--- src/rtl/wprot_pkg.sv ---
package wprot_pkg;

    localparam int SR_W     = 8;
    localparam int BIT_WIP  = 0;
    localparam int BIT_WEL  = 1;
    localparam int BIT_WPEN = 7;

    localparam logic [SR_W-1:0] WR_MASK  = SR_W'(1) << BIT_WPEN;
    localparam logic [SR_W-1:0] SR_RESET = '0;

    typedef enum logic [1:0] {
        SW_IDLE   = 2'd0,
        SW_ARMED  = 2'd1,
        SW_STAGED = 2'd2
    } sw_phase_t;

    typedef struct packed {
        logic cs_rise;
        logic cs_fall;
        logic wp_fall;
        logic busy_fall;
    } edges_t;

    function automatic logic pin_blocks(input logic wpen, input logic wp_n);
        return wpen & ~wp_n;
    endfunction

    function automatic logic [SR_W-1:0] merge_status(
        input logic [SR_W-1:0] wr_bits,
        input logic            wel,
        input logic            wip
    );
        logic [SR_W-1:0] s;
        s = wr_bits & WR_MASK;
        s[BIT_WEL] = wel;
        s[BIT_WIP] = wip;
        return s;
    endfunction

endpackage

--- src/rtl/wprot_edges.sv ---
module wprot_edges #(
    parameter int             W       = 3,
    parameter logic [W-1:0]   RST_VAL = '0
) (
    input  logic         clk,
    input  logic         rst,
    input  logic [W-1:0] sig_i,
    output logic [W-1:0] rise_o,
    output logic [W-1:0] fall_o
);

    logic [W-1:0] prev_q;

    for (genvar i = 0; i < W; i++) begin : g_bit
        always_ff @(posedge clk) begin
            if (rst) prev_q[i] <= RST_VAL[i];
            else     prev_q[i] <= sig_i[i];
        end
        assign rise_o[i] = ~prev_q[i] &  sig_i[i];
        assign fall_o[i] =  prev_q[i] & ~sig_i[i];
    end

endmodule

--- src/rtl/wprot_wel.sv ---
module wprot_wel (
    input  logic clk,
    input  logic rst,
    input  logic set_i,
    input  logic clr_i,
    input  logic done_i,
    output logic wel_o
);

    always_ff @(posedge clk) begin
        if (rst)         wel_o <= 1'b0;
        else if (done_i) wel_o <= 1'b0;
        else if (clr_i)  wel_o <= 1'b0;
        else if (set_i)  wel_o <= 1'b1;
    end

endmodule

--- src/rtl/wprot_srctl.sv ---
module wprot_srctl
    import wprot_pkg::*;
(
    input  logic            clk,
    input  logic            rst,
    input  logic            cs_n_i,
    input  logic            wp_n_i,
    input  logic            wel_i,
    input  logic            wpen_i,
    input  edges_t          edg_i,
    input  logic            cmd_i,
    input  logic            vld_i,
    input  logic [SR_W-1:0] byte_i,
    output logic            commit_o,
    output logic [SR_W-1:0] staged_o
);

    sw_phase_t       phase_q;
    logic [SR_W-1:0] staged_q;
    logic            cancel;

    assign cancel = (phase_q != SW_IDLE) && edg_i.wp_fall && wpen_i;

    always_ff @(posedge clk) begin
        if (rst) begin
            phase_q  <= SW_IDLE;
            staged_q <= SR_RESET;
        end else if (edg_i.cs_rise || edg_i.cs_fall || cancel) begin
            phase_q  <= SW_IDLE;
        end else begin
            unique case (phase_q)
                SW_IDLE:   if (cmd_i && wel_i && !cs_n_i) phase_q <= SW_ARMED;
                SW_ARMED:  if (vld_i) begin
                               phase_q  <= SW_STAGED;
                               staged_q <= byte_i & WR_MASK;
                           end
                SW_STAGED: phase_q <= SW_STAGED;
                default:   phase_q <= SW_IDLE;
            endcase
        end
    end

    assign commit_o = edg_i.cs_rise && (phase_q == SW_STAGED) && wel_i
                      && !pin_blocks(wpen_i, wp_n_i);
    assign staged_o = staged_q;

endmodule

--- src/rtl/wprot_store.sv ---
module wprot_store
    import wprot_pkg::*;
(
    input  logic            clk,
    input  logic            rst,
    input  logic            commit_i,
    input  logic [SR_W-1:0] data_i,
    output logic [SR_W-1:0] bits_o,
    output logic            pulse_o
);

    always_ff @(posedge clk) begin
        if (rst) begin
            bits_o  <= SR_RESET;
            pulse_o <= 1'b0;
        end else begin
            pulse_o <= commit_i;
            if (commit_i) bits_o <= (bits_o & ~WR_MASK) | (data_i & WR_MASK);
        end
    end

endmodule

--- src/rtl/wprot_unit.sv ---
module wprot_unit
    import wprot_pkg::*;
(
    input  logic            clk,
    input  logic            rst,
    input  logic            cs_n_i,
    input  logic            wp_n_i,
    input  logic            cmd_wren_i,
    input  logic            cmd_wrdi_i,
    input  logic            cmd_sr_wr_i,
    input  logic            sr_byte_vld_i,
    input  logic [SR_W-1:0] sr_byte_i,
    input  logic            wcyc_busy_i,
    output logic [SR_W-1:0] status_o,
    output logic            mem_wr_ok_o,
    output logic            sr_wr_ok_o,
    output logic            sr_commit_o
);

    localparam int NE = 3;
    localparam logic [NE-1:0] EDGE_RST = 3'b011;

    logic [NE-1:0]   rise, fall;
    edges_t          edg;
    logic            wel, commit;
    logic [SR_W-1:0] staged, wr_bits;

    wprot_edges #(.W(NE), .RST_VAL(EDGE_RST)) u_edges (
        .clk    (clk),
        .rst    (rst),
        .sig_i  ({wcyc_busy_i, wp_n_i, cs_n_i}),
        .rise_o (rise),
        .fall_o (fall)
    );

    always_comb begin
        edg.cs_rise   = rise[0];
        edg.cs_fall   = fall[0];
        edg.wp_fall   = fall[1];
        edg.busy_fall = fall[2];
    end

    wprot_wel u_wel (
        .clk    (clk),
        .rst    (rst),
        .set_i  (cmd_wren_i),
        .clr_i  (cmd_wrdi_i),
        .done_i (edg.busy_fall),
        .wel_o  (wel)
    );

    wprot_srctl u_ctl (
        .clk      (clk),
        .rst      (rst),
        .cs_n_i   (cs_n_i),
        .wp_n_i   (wp_n_i),
        .wel_i    (wel),
        .wpen_i   (wr_bits[BIT_WPEN]),
        .edg_i    (edg),
        .cmd_i    (cmd_sr_wr_i),
        .vld_i    (sr_byte_vld_i),
        .byte_i   (sr_byte_i),
        .commit_o (commit),
        .staged_o (staged)
    );

    wprot_store u_store (
        .clk      (clk),
        .rst      (rst),
        .commit_i (commit),
        .data_i   (staged),
        .bits_o   (wr_bits),
        .pulse_o  (sr_commit_o)
    );

    assign status_o    = merge_status(wr_bits, wel, wcyc_busy_i);
    assign mem_wr_ok_o = wel;
    assign sr_wr_ok_o  = wel & ~pin_blocks(wr_bits[BIT_WPEN], wp_n_i);

endmodule

--- config.mk ---
export PLATFORM = sky130hd
export DESIGN_NAME = wprot_unit
export DESIGN_NICKNAME = d
export VERILOG_FILES = /design/src/rtl/wprot_pkg.sv /design/src/rtl/wprot_edges.sv /design/src/rtl/wprot_wel.sv /design/src/rtl/wprot_srctl.sv /design/src/rtl/wprot_store.sv /design/src/rtl/wprot_unit.sv
export SDC_FILE = /design/constraint.sdc
export NUM_CORES = 1
export LEC_CHECK = 0
export BUFFER_PORTS_ARGS = -buffer_cell sky130_fd_sc_hd__buf_2
export CORE_AREA = 2 2 39 41
export CTS_CLUSTER_SIZE = 16
export DETAILED_ROUTE_END_ITERATION = 16
export DIE_AREA = 0 0 41 43
export GPL_ROUTABILITY_DRIVEN = 0
export HOLD_SLACK_MARGIN = 0.08
export PLACE_DENSITY_LB_ADDON = 0.05
export SLEW_MARGIN = 30
export SYNTH_ARGS = -nofsm -noshare
export SYNTH_HDL_FRONTEND = slang
export SYNTH_SLANG_ARGS = --single-unit
--- constraint.sdc ---
create_clock -name clk -period 1.3 [get_ports clk]
set_input_delay 0.195 -clock clk [delete_from_list [all_inputs] [get_ports clk]]
set_output_delay 0.195 -clock clk [all_outputs]
set_load 0.02 [all_outputs]
==> results.cfg <==
[run_status]
outcome = finished clean

[timing]
finalCritPeriodShare = 0.952
clock.fmax_mhz = 808
period_needed_ns = 1.24
hold_violations = 0
rsz0062_at_grt = false
finalSetupViolCount = 0
tns_ns = 0
slew_viol_final = 0
fin_skew_ns = 0.000972

[flow_run]
cap_violations = 0

[cts]
cts.sinks = 9
hold_buffers = 0
cts_buffer_depth = 2
cts.reportedPaths.clkPinSlew_ns = 0.06
worstSkewPairLatency_ns = 0.26
root_buffer = clkbuf_4
htree_levels = 1
cts_inserted_buffers = 3
cts_tree = done

[worst_setup_path]
end_kind = register
reg2reg_from = u_ctl.phase_q[0]$_SDFFE_PP0P_
worstSetupPathType = reg2reg
crit_chain = inv_2 -> ha_2 -> nand4bb_4 -> o21ai_1 -> and4bb_2
startpoint_type = register
cp.required_ns = 1.45
reg2reg_slack_ns = 0.06
r2r-end = u_ctl.phase_q[0]$_SDFFE_PP0P_
slowest_delay_ns = 0.33
crit_arrival_ns = 1.39
r2r_cells = 5
critPathMaxFanout = 4
path_buf_inv = 1
critPathTopFamily = simple AND/OR/NAND/NOR gates
critPathSlowestCell = dfxtp_2

[detailed_routing]
first_pass_iters = 2
wl_met1_um = 401
wirelength_um = 939
via_count = 395
drt_iter0_markers = 5
dr.max_layer_used = met3
wl_per_cell_um = 10.7
postRouteAntennaNets = 0
drt-vias-per-instance = 4.49
drcViolationCount = 0
met2RoutedLength_um = 470
wl_met3_um = 68

[logic_synthesis]
synth-edff-count = 0
synth_area_leaders = dfxtp_1 (36%), buf_4 (12%), ha_1 (10%)
yosysMostFrequentCell = dfxtp_1
netlist.area_leader.share = 0.360
avgSynthCellArea_um2 = 9.62
synth_largest_area_cell = dfxtp_1
synthesis.area_um2 = 500
seq_area_frac_synth = 0.360
async_reset_ff_frac = 0
synthDistinctLibCells = 21
ys_ff_latch = 9
syn-instance-count = 52
yosysWarnings = 0
synth_commonest_cells = dfxtp_1 (9), buf_4 (8), inv_1 (5), ha_1 (4)
synth_ff_type = dfxtp_1

[cells_and_area]
multi_input_area_um2 = 263
antennaDiodeCount = 0
nets = 94
seq_area_um2 = 184
fillers = 137
fin_area_um2 = 628
drive_gt1_frac = 0.486
area.growth.synth_to_final_pct = 25.5

[floorplanning]
ios = 28
die_area_um2 = 1760
initial_core_util = 0.362
core-area_um2 = 1380
num_rows = 14
die_x_um = 41
die_y_um = 43

[power_and_ir_drop]
max-vdd-ir-drop_mv = 0.722
p_leak_nw = 0.318
p_per_area_nw_per_um2 = 913

[global_routing]
grt.overflow.total = 0
grt_pass1_vias = 376
grt_max_degree = 9
grt_pass1_wl_mm = 1.54
groute.usage.overall = 0.139
antenna_found_initial = 0

[placed_design]
dpl.hpwl_um = 739
port_buffers = 15
post_dp_cell_area_um2 = 588

[worst_hold_path]
hold_path_end = u_wel.wel_o$_SDFFE_PP0P_
holdPathStages = 2
worstHoldPathType = in2reg
hold_start = cmd_wrdi_i
[sequential cells by signal (all words and copies together), names as in the netlist]
register         cells
u_edges.prev_q       3
u_ctl.phase_q        2
u_ctl.staged_o       1
u_store.bits_o       1
u_store.pulse_o      1
u_wel.wel_o          1
[area by class of cell]
class | instances | share of cell area
sequential | 9 | 0.293
inverter | 5 | 0.0299
timing repair buffer | 20 | 0.185
multi-input combinational | 34 | 0.418
clock buffer | 4 | 0.0418
tap | 16 | 0.0319
[repair_timing]
item / 4_1_cts / 5_1_grt
pin swaps: 0 / 2
setup endpoints to repair: 1 / 2
buffers inserted: 0 / 0
resized for setup: 1 / 7
endpoints found under the hold margin: 0 / 0
[stage by stage]
stage,total power [mW],instances,setup WS [ns],utilization,hold slack (ns)
global route,0.609,88,0.00258,0.454,0.104
finish,0.574,88,0.0627,0.454,0.0979
CTS,0.587,88,0.0213,0.445,0.0894
floorplan,0.348,56,0.0912,-,0.267
global placement,0.365,84,0.0457,0.425,0.369
detailed placement,0.365,84,0.0414,0.425,0.373
[placed cells by master, fill, tap and decap left out, drive strengths merged, types with 2 or more instances in the layout]
master / instances
buf: 20
dfxtp: 9
conb: 5
inv: 5
ha: 4
clkbuf: 4
nor2: 3
nand4: 3
nand2b: 2
or2: 2
mux2i: 2
a21oi: 2
o21ai: 2
[power breakdown]
| part | switching [mW] | internal (mW) |
|---|---|---|
| Combinational | 0.0423 | 0.0303 |
| Sequential | 0.00402 | 0.283 |
| Clock | 0.0961 | 0.118 |
[layer usage]
metal,vias to the layer above,track usage
met5,-,0
met4,0,0.0400
met3,0,0.0942
met2,13,0.209
met1,179,0.153
li1,203,-
[worst max-delay path by stage]
stage                             startpoint                       endpoint  slack, ns  cells after the start
5_1_grt        u_ctl.phase_q[1]$_SDFFE_PP0P_  u_ctl.phase_q[0]$_SDFFE_PP0P_      0.003                      5
2_1_floorplan  u_ctl.phase_q[0]$_SDFFE_PP0P_  u_ctl.phase_q[0]$_SDFFE_PP0P_       0.09                      5
4_1_cts        u_ctl.phase_q[0]$_SDFFE_PP0P_  u_ctl.phase_q[0]$_SDFFE_PP0P_       0.02                      5
3_3_place_gp   u_ctl.phase_q[0]$_SDFFE_PP0P_  u_ctl.phase_q[0]$_SDFFE_PP0P_       0.05                      5
3_5_place_dp   u_ctl.phase_q[0]$_SDFFE_PP0P_  u_ctl.phase_q[0]$_SDFFE_PP0P_       0.04                      5
6_report       u_ctl.phase_q[0]$_SDFFE_PP0P_  u_ctl.phase_q[0]$_SDFFE_PP0P_       0.06                      5
[cells by family (layout without fill, tap and decap cells)]
kind of cell,count (synthesis),after routing,synth area share
buffers and inverters,13,29,0.158
AO/OA/AOI/OAI,6,6,0.0775
flip-flops,9,9,0.360
other,1,5,0.00749
adder cells (fa/ha/maj),4,4,0.100
multiplexers,2,2,0.0400
AND/OR/NAND/NOR,17,17,0.258
Note: power is estimated with default switching activity, not from simulation.
